### src/rtl/mdio_slave_pkg.sv
package mdio_slave_pkg;

  typedef enum logic [2:0] {
    sPre,
    sStart,
    sOp,
    sPhy,
    sReg,
    sTa,
    sData
  } phase_t;

  // Strobes from the frame controller to the datapath
  typedef struct packed {
    logic latchReg;  // capture register index
    logic rdFire;    // issue read strobe
    logic taDrive;   // start driving, turnaround zero
    logic loadOut;   // load read word, drive its MSB
    logic shiftOut;  // drive next read bit
    logic relOut;    // release the line
    logic wrFire;    // issue write strobe
  } strobe_t;

endpackage

### src/rtl/mdio_slave_ctrl.sv
module mdio_slave_ctrl
  import mdio_slave_pkg::*;
#(
  parameter int PRE_LEN = 32,
  parameter int DATA_W  = 16,
  parameter int FIELD_W = 5,
  parameter int STRAP_W = 3
) (
  input  logic               mdc,
  input  logic               rstN,
  input  logic               mdioIn,
  input  logic [STRAP_W-1:0] strapAddr,
  input  logic [DATA_W-1:0]  inShiftNext,
  output strobe_t            strb
);

  localparam int MAX_F = (DATA_W > FIELD_W) ? DATA_W : FIELD_W;
  localparam int CNT_W = $clog2(MAX_F);
  localparam int ONE_W = $clog2(PRE_LEN + 1);
  localparam int PAD_W = FIELD_W - STRAP_W;

  phase_t           state, nState;
  logic [CNT_W-1:0] bitCnt, nCnt;
  logic [ONE_W-1:0] onesCnt, nOnes;
  logic             isRead, nRead;
  logic [FIELD_W-1:0] ownAddr, phyField;

  assign ownAddr  = {{PAD_W{1'b0}}, strapAddr};
  assign phyField = inShiftNext[FIELD_W-1:0];

  always_comb begin
    nState = state;
    nCnt   = bitCnt + 1'b1;
    nOnes  = onesCnt;
    nRead  = isRead;
    strb   = '0;
    case (state)
      sPre: begin
        nCnt = '0;
        if (mdioIn) begin
          if (onesCnt != ONE_W'(PRE_LEN)) nOnes = onesCnt + 1'b1;
        end else begin
          if (onesCnt == ONE_W'(PRE_LEN)) nState = sStart;
          nOnes = '0;
        end
      end
      sStart: begin
        nCnt   = '0;
        nState = mdioIn ? sOp : sPre;
      end
      sOp: begin
        if (bitCnt == CNT_W'(1)) begin
          nCnt = '0;
          if (inShiftNext[1:0] == 2'b10) begin
            nState = sPhy;
            nRead  = 1'b1;
          end else if (inShiftNext[1:0] == 2'b01) begin
            nState = sPhy;
            nRead  = 1'b0;
          end else begin
            nState = sPre;
          end
        end
      end
      sPhy: begin
        if (bitCnt == CNT_W'(FIELD_W - 1)) begin
          nCnt   = '0;
          nState = (phyField == '0 || phyField == ownAddr) ? sReg : sPre;
        end
      end
      sReg: begin
        if (bitCnt == CNT_W'(FIELD_W - 1)) begin
          nCnt          = '0;
          nState        = sTa;
          strb.latchReg = 1'b1;
          strb.rdFire   = isRead;
        end
      end
      sTa: begin
        if (bitCnt == '0) begin
          strb.taDrive = isRead;
        end else begin
          nCnt         = '0;
          nState       = sData;
          strb.loadOut = isRead;
        end
      end
      sData: begin
        if (bitCnt == CNT_W'(DATA_W - 1)) begin
          nCnt        = '0;
          nState      = sPre;
          strb.relOut = isRead;
          strb.wrFire = !isRead;
        end else begin
          strb.shiftOut = isRead;
        end
      end
      default: nState = sPre;
    endcase
  end

  always_ff @(posedge mdc or negedge rstN) begin
    if (!rstN) begin
      state   <= sPre;
      bitCnt  <= '0;
      onesCnt <= '0;
      isRead  <= 1'b0;
    end else begin
      state   <= nState;
      bitCnt  <= nCnt;
      onesCnt <= nOnes;
      isRead  <= nRead;
    end
  end


  start_after_pre_chk: assert property (@(posedge mdc) disable iff (!rstN)
    (state == sStart) |-> ($past(onesCnt) == ONE_W'(PRE_LEN)));

endmodule

### src/rtl/mdio_slave_dp.sv
module mdio_slave_dp
  import mdio_slave_pkg::*;
#(
  parameter int DATA_W  = 16,
  parameter int FIELD_W = 5
) (
  input  logic               mdc,
  input  logic               rstN,
  input  logic               mdioIn,
  input  strobe_t            strb,
  input  logic [DATA_W-1:0]  regRdData,
  output logic [DATA_W-1:0]  inShiftNext,
  output logic [FIELD_W-1:0] regAddr,
  output logic               regRdEn,
  output logic               regWrEn,
  output logic [DATA_W-1:0]  regWrData,
  output logic               mdioOut,
  output logic               mdioOe
);

  logic [DATA_W-1:0] inShift;
  logic [DATA_W-2:0] outShift;

  assign inShiftNext = {inShift[DATA_W-2:0], mdioIn};

  always_ff @(posedge mdc or negedge rstN) begin
    if (!rstN) begin
      inShift   <= '0;
      outShift  <= '0;
      regAddr   <= '0;
      regRdEn   <= 1'b0;
      regWrEn   <= 1'b0;
      regWrData <= '0;
      mdioOut   <= 1'b0;
      mdioOe    <= 1'b0;
    end else begin
      inShift <= inShiftNext;
      regRdEn <= strb.rdFire;
      regWrEn <= strb.wrFire;
      if (strb.latchReg) regAddr <= inShiftNext[FIELD_W-1:0];
      if (strb.wrFire) regWrData <= inShiftNext;
      if (strb.taDrive) begin
        mdioOe  <= 1'b1;
        mdioOut <= 1'b0;
      end else if (strb.loadOut) begin
        mdioOut  <= regRdData[DATA_W-1];
        outShift <= regRdData[DATA_W-2:0];
      end else if (strb.shiftOut) begin
        mdioOut  <= outShift[DATA_W-2];
        outShift <= {outShift[DATA_W-3:0], 1'b0};
      end else if (strb.relOut) begin
        mdioOe  <= 1'b0;
        mdioOut <= 1'b0;
      end
    end
  end


  rd_pulse_chk: assert property (@(posedge mdc) disable iff (!rstN)
    regRdEn |=> !regRdEn);


  wr_pulse_chk: assert property (@(posedge mdc) disable iff (!rstN)
    regWrEn |=> !regWrEn);


  ta_zero_chk: assert property (@(posedge mdc) disable iff (!rstN)
    $rose(mdioOe) |-> !mdioOut);


  ta_after_rd_chk: assert property (@(posedge mdc) disable iff (!rstN)
    $rose(mdioOe) |-> $past(regRdEn));


  rd_wr_excl_chk: assert property (@(posedge mdc) disable iff (!rstN)
    !(regRdEn && regWrEn));

endmodule

### src/rtl/mdio_slave.sv
module mdio_slave
  import mdio_slave_pkg::*;
#(
  parameter int PRE_LEN = 32,
  parameter int DATA_W  = 16,
  parameter int FIELD_W = 5,
  parameter int STRAP_W = 3
) (
  input  logic               mdc,
  input  logic               rstN,
  input  logic [STRAP_W-1:0] strapAddr,
  input  logic               mdioIn,
  output logic               mdioOut,
  output logic               mdioOe,
  output logic [FIELD_W-1:0] regAddr,
  output logic               regRdEn,
  input  logic [DATA_W-1:0]  regRdData,
  output logic               regWrEn,
  output logic [DATA_W-1:0]  regWrData
);

  strobe_t           strb;
  logic [DATA_W-1:0] inShiftNext;

  mdio_slave_ctrl #(
    .PRE_LEN(PRE_LEN), .DATA_W(DATA_W), .FIELD_W(FIELD_W), .STRAP_W(STRAP_W)
  ) uCtrl (
    .mdc(mdc), .rstN(rstN), .mdioIn(mdioIn), .strapAddr(strapAddr),
    .inShiftNext(inShiftNext), .strb(strb)
  );

  mdio_slave_dp #(
    .DATA_W(DATA_W), .FIELD_W(FIELD_W)
  ) uDp (
    .mdc(mdc), .rstN(rstN), .mdioIn(mdioIn), .strb(strb),
    .regRdData(regRdData), .inShiftNext(inShiftNext), .regAddr(regAddr),
    .regRdEn(regRdEn), .regWrEn(regWrEn), .regWrData(regWrData),
    .mdioOut(mdioOut), .mdioOe(mdioOe)
  );

endmodule

### config.mk
export PLATFORM = sky130hd
export DESIGN_NAME = mdio_slave
export DESIGN_NICKNAME = d
export VERILOG_FILES = /design/src/rtl/mdio_slave_pkg.sv /design/src/rtl/mdio_slave_ctrl.sv /design/src/rtl/mdio_slave_dp.sv /design/src/rtl/mdio_slave.sv
export SDC_FILE = /design/constraint.sdc
export NUM_CORES = 1
export LEC_CHECK = 0
export BUFFER_PORTS_ARGS = -buffer_cell sky130_fd_sc_hd__buf_2
export CORE_UTILIZATION = 40
export DETAILED_ROUTE_END_ITERATION = 7
export SETUP_SLACK_MARGIN = 0.2
export SLEW_MARGIN = 20
export SYNTH_ARGS = -nofsm -noshare
export SYNTH_HDL_FRONTEND = slang
export SYNTH_SLANG_ARGS = --single-unit
### constraint.sdc
create_clock -name mdc -period 3.71 [get_ports mdc]
set_input_delay 0.371 -clock mdc [delete_from_list [all_inputs] [get_ports mdc]]
set_output_delay 0.371 -clock mdc [all_outputs]
set_load 0.01 [all_outputs]
==> metrics, run 1 <==
outcome=finished clean; Lkg Pwr=1.625 nW; Starting DRT DRC Count=117; total setup buffers inserted after CTS=0; Area contributors post-synth=dfrtp_1, mux2_2, mux2i_1, ha_1, nand2_1; Finished Cell Area=0.003587 mm2; Post-Syn Area=0.003068 mm2; final hold vios=0; number of synthesized flops with an enable pin=0; Final ANT Viol Nets=0; unrepaired setup endpoints after global routing=no; CP endpoint kind=flop; worst min path class=input port to asynchronous set/reset pin; antenna violations before repair=0; Startpoint Class=flop; ant diodes=0; crit path kind=flop to flop; fillers=669; CTS root buffer=clkbuf_8; drt total wl=5364 um; H-tree Lvls=3; ratio of cells with drive above 1 in the final layout=32.00%; post-synth top area cell=dfrtp_1; DRT Pass-1 Iters=6; slew margin rel.=29.35%; Final min period=2.363 ns; Area Growth Syn to Fin=16.92%; most frequent cell after synthesis=dfrtp_1; total core area=0.007331 mm2; Placed Area=0.003366 mm2; total CTS buffers=9; post_cts resized=0; DP HPWL=3612 um; clk sinks=69; post-synthesis compound-gate area fraction=9.462%; Fin Hold WS=0.1167 ns; FFs w/ async S/R, synth=100.0%; register area share after synthesis=56.28%; vias in the first global route=1889; fmax=423.1 MHz; Max Cap Viol=0; first-pass GRT wire length=9004 um; Post-Synth Simple-Gate Area=13.09%; setup_tns=0 ns; grt ovf=0; die height=89.58 um; Pins Over Slew Limit=0; period utilisation layout=63.70%; vias=1972; Placer Congestion=0.7352; Setup-failing EPs final=0; hold-fix buffers at CTS=0; clock slew at reported path FFs=0.07 ns; CTS tree=done; GRT Overall Usage=15.28%; Most used DFF post-synth=dfrtp_1; Warnings, synthesis=0; critical path cell sequence=nand2b_1, nor3_2, nor2_1, a21o_1; #FFs+latches synth=69; most frequent cells after synthesis=dfrtp_1, mux2_2, nand2_1; Synth Area in XOR/XNOR=1.427%; IO buf count=46; slowest CP cell=nor3_2; worst path required time=3.94 ns; Crit path largest cell delay=0.87 ns; DIE AREA=0.008024 mm2; Yosys top cell area share=56.28%; Cells after Synth=250; via/cell ratio=4.942; Final #Nets=325; Mean Syn Cell Area=12.27 um2; VDD IR-drop max=386.1 uV; mux contribution to synthesized area=13.05%; Worst-Margin Slew=1.054 ns; Final Skew=0.006885 ns; Initial Utilization=41.85%; Post-Synth Adder-Cell Area=2.855%; I/O Pins=47; die width=89.58 um; crit-path max FO=20; Net Count, Synth=279; # rows=31; CTS max path bufs=2; Clock Latency Late Sink=0.34 ns; distinct cell type count after synthesis=44; power per cell area=555.4 mW/mm2; Wirelength per Cell=13.44 um; largest family of logic cells by synthesized area=simple AND/OR/NAND/NOR gates; DRC=0; CP arrival=2.59 ns; largest net degree at the start of global routing=37
sequential cells by signal (all words and copies together), names as in the netlist:
signal / flops
uDp.regAddr: 5
uDp.regWrEn: 1
uCtrl.bitCnt: 4
uDp.mdioOut: 1
uCtrl.isRead: 1
uDp.regRdEn: 1
uDp.outShift: 15
uDp.mdioOe: 1
uDp.regWrData: 16
uDp.inShift: 15
uCtrl.onesCnt: 6
uCtrl.state: 3
stage by stage:
stage / total power [mW] / utilization, % / std cells / setup slack, ns
2_1_floorplan: 1.238 / - / 250 / 1.596
3_5_place_dp: 1.335 / 45.91 / 384 / 1.351
5_1_grt: 2.125 / 48.93 / 399 / 1.117
3_3_place_gp: 1.330 / 45.91 / 384 / 1.483
6_report: 1.992 / 48.93 / 399 / 1.347
4_1_cts: 2.019 / 48.93 / 399 / 1.327
critical path, delay by kind of cell (launching register included):
family	cells	cell delay [ns]
AND/OR/NAND/NOR	3	1.26
flip-flops	1	0.76
AO/OA/AOI/OAI	1	0.23
path summary, 6_finish.rpt:
| check | slack, ns | startpoint | endpoint | depth (start not counted) |
|---|---|---|---|---|
| min | 0.12 | rstN | uCtrl.onesCnt[0]$_DFFE_PN0P_ | 1 |
| max | 1.35 | uCtrl.state[0]$_DFFE_PN0P_ | uDp.outShift[1]$_DFFE_PN0P_ | 4 |
| max reg2reg | 1.35 | uCtrl.state[0]$_DFFE_PN0P_ | uDp.outShift[1]$_DFFE_PN0P_ | 4 |
| max in group asynchronous | 2.66 | rstN | uDp.regWrData[7]$_DFFE_PN0P_ | 2 |
| min in group mdc | 0.23 | regRdData[3] | uDp.outShift[3]$_DFFE_PN0P_ | 3 |
| min reg2reg | 0.37 | uDp.inShift[9]$_DFF_PN0_ | uDp.inShift[10]$_DFF_PN0_ | 0 |
power by group:
part	internal, mW	switching, mW	leakage (nW)
sequential	0.827	0.128	0.846
combinational	0.173	0.192	0.673
clock	0.395	0.278	0.105
total	1.39	0.598	1.62
placed cells by master, fill, tap and decap left out, drive strengths merged, types with 2 or more instances in the layout:
cell	synthesis	final
nand3	4	4
nand2	22	22
a31oi	3	3
inv	9	10
a21oi	3	3
mux2i	13	13
bufinv	0	2
dfrtp	69	69
nor3	7	7
nor4	3	3
ha	7	7
a21o	3	3
nand2b	7	7
o21ai	24	24
clkbuf	4	10
mux2	24	24
nor4b	4	4
buf	10	49
nor2	7	7
clkinvlp	0	2
xnor2	4	4
a22o	6	6
area by class of cell:
class	instances	area (um2)	share of cell area (%)
timing repair buffer	49	252.7	7.046
sequential	69	1727	48.13
tap	99	123.9	3.453
inverter	9	33.78	0.9418
clock buffer	10	137.6	3.837
clock inverter	5	83.83	2.337
multi-input combinational	158	1229	34.25
routing by layer:
layer  vias up  GRT usage [%]  routed length [um]
met3         5          6.581                 287
met4         0          5.195                  45
li1        966              -                   -
met1       946          20.14                2628
met5         -              0                   0
met2        55          22.59                2404
logic make-up after synthesis:
| logic type | after synthesis |
|---|---|
| AO/OA/AOI/OAI | 44 |
| XOR/XNOR | 5 |
| adder cells (fa/ha/maj) | 7 |
| buffers and inverters | 23 |
| flip-flops | 69 |
| multiplexers | 37 |
| AND/OR/NAND/NOR | 65 |
(Power assumes the default switching activity.)
==> inputs of run 2 (changes only) <==
==> constraint.sdc (replaced) <==
create_clock -name mdc -period 2.42 [get_ports mdc]
set_input_delay 0.242 -clock mdc [delete_from_list [all_inputs] [get_ports mdc]]
set_output_delay 0.242 -clock mdc [all_outputs]
set_load 0.01 [all_outputs]
==> metrics, run 2 (synthesis results as in run 1) <==
outcome=complete, but fails checks; commonest non-fill, non-tap cell in the layout=dfrtp_1; largest reg by FF count=uDp.regWrData; Pins Over Slew Limit=0 (unchanged); biggest regs=uDp.regWrData x16, uDp.inShift x15, uDp.outShift x15; failing checks=negative hold slack; unrepaired setup endpoints after global routing=no; Worst-Margin Slew=0.8780 ns (-0.1759 ns); Max Cap Viol=0 (unchanged); Final WS setup=0.4773 ns (-0.8693 ns); power per cell area=843.1 mW/mm2 (+52%); Lkg Pwr=1.642 nW (+1.1%); vias in the first global route=1961 (+3.8%); CP endpoint kind=flop; critical path cell sequence=nand2b_1, or3b_1, nor4b_2, mux2_2; via/cell ratio=5.027 (+1.7%); Final Skew=0.01259 ns (+0.005709 ns); CTS tree=done; worst path required time=2.67 ns (-1.27 ns); total setup buffers inserted after CTS=0 (unchanged); grt ovf=0 (unchanged); total core area=0.007331 mm2 (unchanged); Wirelength per Cell=13.60 um (+1.1%); setup_tns=0 ns (unchanged); GRT Overall Usage=15.78% (+0.50 points); Startpoint Class=flop; die height=89.58 um (unchanged); Starting DRT DRC Count=94 (-20%); pre-CTS WS=0.4137 ns (-0.9374 ns); crit-path max FO=11 (-45%); CP arrival=2.19 ns (-0.40 ns); Initial Utilization=41.85% (unchanged); vias=2036 (+3.2%); antenna violations before repair=0 (unchanged); Crit path largest cell delay=0.50 ns (-0.37 ns); Clock Latency Late Sink=0.36 ns (+0.02 ns); I/O Pins=47 (unchanged); CTS max path bufs=2 (unchanged); total CTS buffers=9 (unchanged); DRC=0 (unchanged); fmax=514.8 MHz (+22%); IO buf count=46 (unchanged); ant diodes=0 (unchanged); CTS root buffer=clkbuf_8; Final min period=1.943 ns (-0.4207 ns); slew margin rel.=41.47% (+12 points); first-pass GRT wire length=9328 um (+3.6%); final hold vios=1 (+1); die width=89.58 um (unchanged); Final ANT Viol Nets=0 (unchanged); clock slew at reported path FFs=0.08 ns (about the same); DP HPWL=3721 um (+3.0%); # rows=31 (unchanged); slowest CP cell=dfrtp_1; worst min path class=input port to asynchronous set/reset pin; ratio of cells with drive above 1 in the final layout=33.33% (+1.3 points); most frequent cells in the layout=dfrtp_1, buf_2, mux2_2, nand2_1, o21ai_0; Setup-failing EPs final=0 (unchanged); post_cts resized=0 (unchanged); Placer Congestion=0.8144 (+11%); Final #Nets=330 (+1.5%); Fin Hold WS=-0.001599 ns (-0.1183 ns); largest net degree at the start of global routing=39 (+5.4%); H-tree Lvls=3 (unchanged); Non-Filler Instances=405 (+1.5%); VDD IR-drop max=484.9 uV (+26%); clk sinks=69 (unchanged); DRT Pass-1 Iters=4 (-2); crit path kind=flop to flop; placed insts=389 (+1.3%); DIE AREA=0.008024 mm2 (unchanged); Area Growth Syn to Fin=17.58%; hold-fix buffers at CTS=0 (unchanged); drt total wl=5506 um (+2.6%); max reg flops=16 (unchanged); period utilisation layout=80.28% (+17 points)
==> run 2: worst paths after layout <==
path	startpoint	to	slack, ns	cells past startpoint
worst min register to register	uDp.inShift[11]$_DFF_PN0_	uDp.inShift[12]$_DFF_PN0_	0.37	0
max in group asynchronous	rstN	uDp.inShift[9]$_DFF_PN0_	1.68	2
worst max register to register	uCtrl.state[2]$_DFFE_PN0P_	uCtrl.isRead$_DFFE_PN0P_	0.48	4
worst max-delay path	uCtrl.state[2]$_DFFE_PN0P_	uCtrl.isRead$_DFFE_PN0P_	0.48	4
min in group mdc	regRdData[0]	uDp.outShift[0]$_DFFE_PN0P_	0.08	3
worst min-delay path	rstN	uCtrl.onesCnt[1]$_DFFE_PN0P_	-0.002	1
==> run 2: area by class of cell <==
| class | instances | area (um2) |
|---|---|---|
| inverter | 9 | 33.78 |
| clock buffer | 9 | 123.9 |
| tap | 99 | 123.9 |
| timing repair buffer | 54 | 290.3 |
| multi-input combinational | 158 | 1229 |
| clock inverter | 7 | 80.08 |
| fill | 686 | 3724 |
| sequential | 69 | 1727 |
==> run 2: metal layers <==
metal	part of all wire (%)	wire, um	track usage (%)	vias to the layer above
met4	1.4	76	5.483	0
met3	6.1	338	6.399	9
met2	45	2487	24.04	53
li1	-	-	-	981
met1	47	2603	20.40	993
met5	0	0	0	-
==> run 2: power by group <==
part | leakage, nW | total [mW] | switching, mW | internal, mW
registers | 0.846 | 1.43 | 0.160 | 1.27
clock network | 0.0973 | 0.979 | 0.489 | 0.490
logic | 0.699 | 0.634 | 0.347 | 0.287
==> run 2: metrics by stage <==
| stage | hold slack, ns | area, um2 | power [mW] | util, % |
|---|---|---|---|---|
| after floorplan | -0.05359 | 3068 | 1.898 | - |
| after global placement | 0.3544 | 3403 | 2.080 | 46.42 |
| after detailed placement | 0.3547 | 3403 | 2.087 | 46.42 |
| after CTS | 0.03099 | 3607 | 3.077 | 49.21 |
| after global routing | 0.07664 | 3607 | 3.230 | 49.21 |
| final | -0.001599 | 3607 | 3.041 | 49.21 |
==> run 2: critical path: cells and delay by family, from the launching register on <==
family	cells	cell delay (ns)
muxes	1	0.36
and+or+nand+nor	3	0.97
DFF	1	0.50
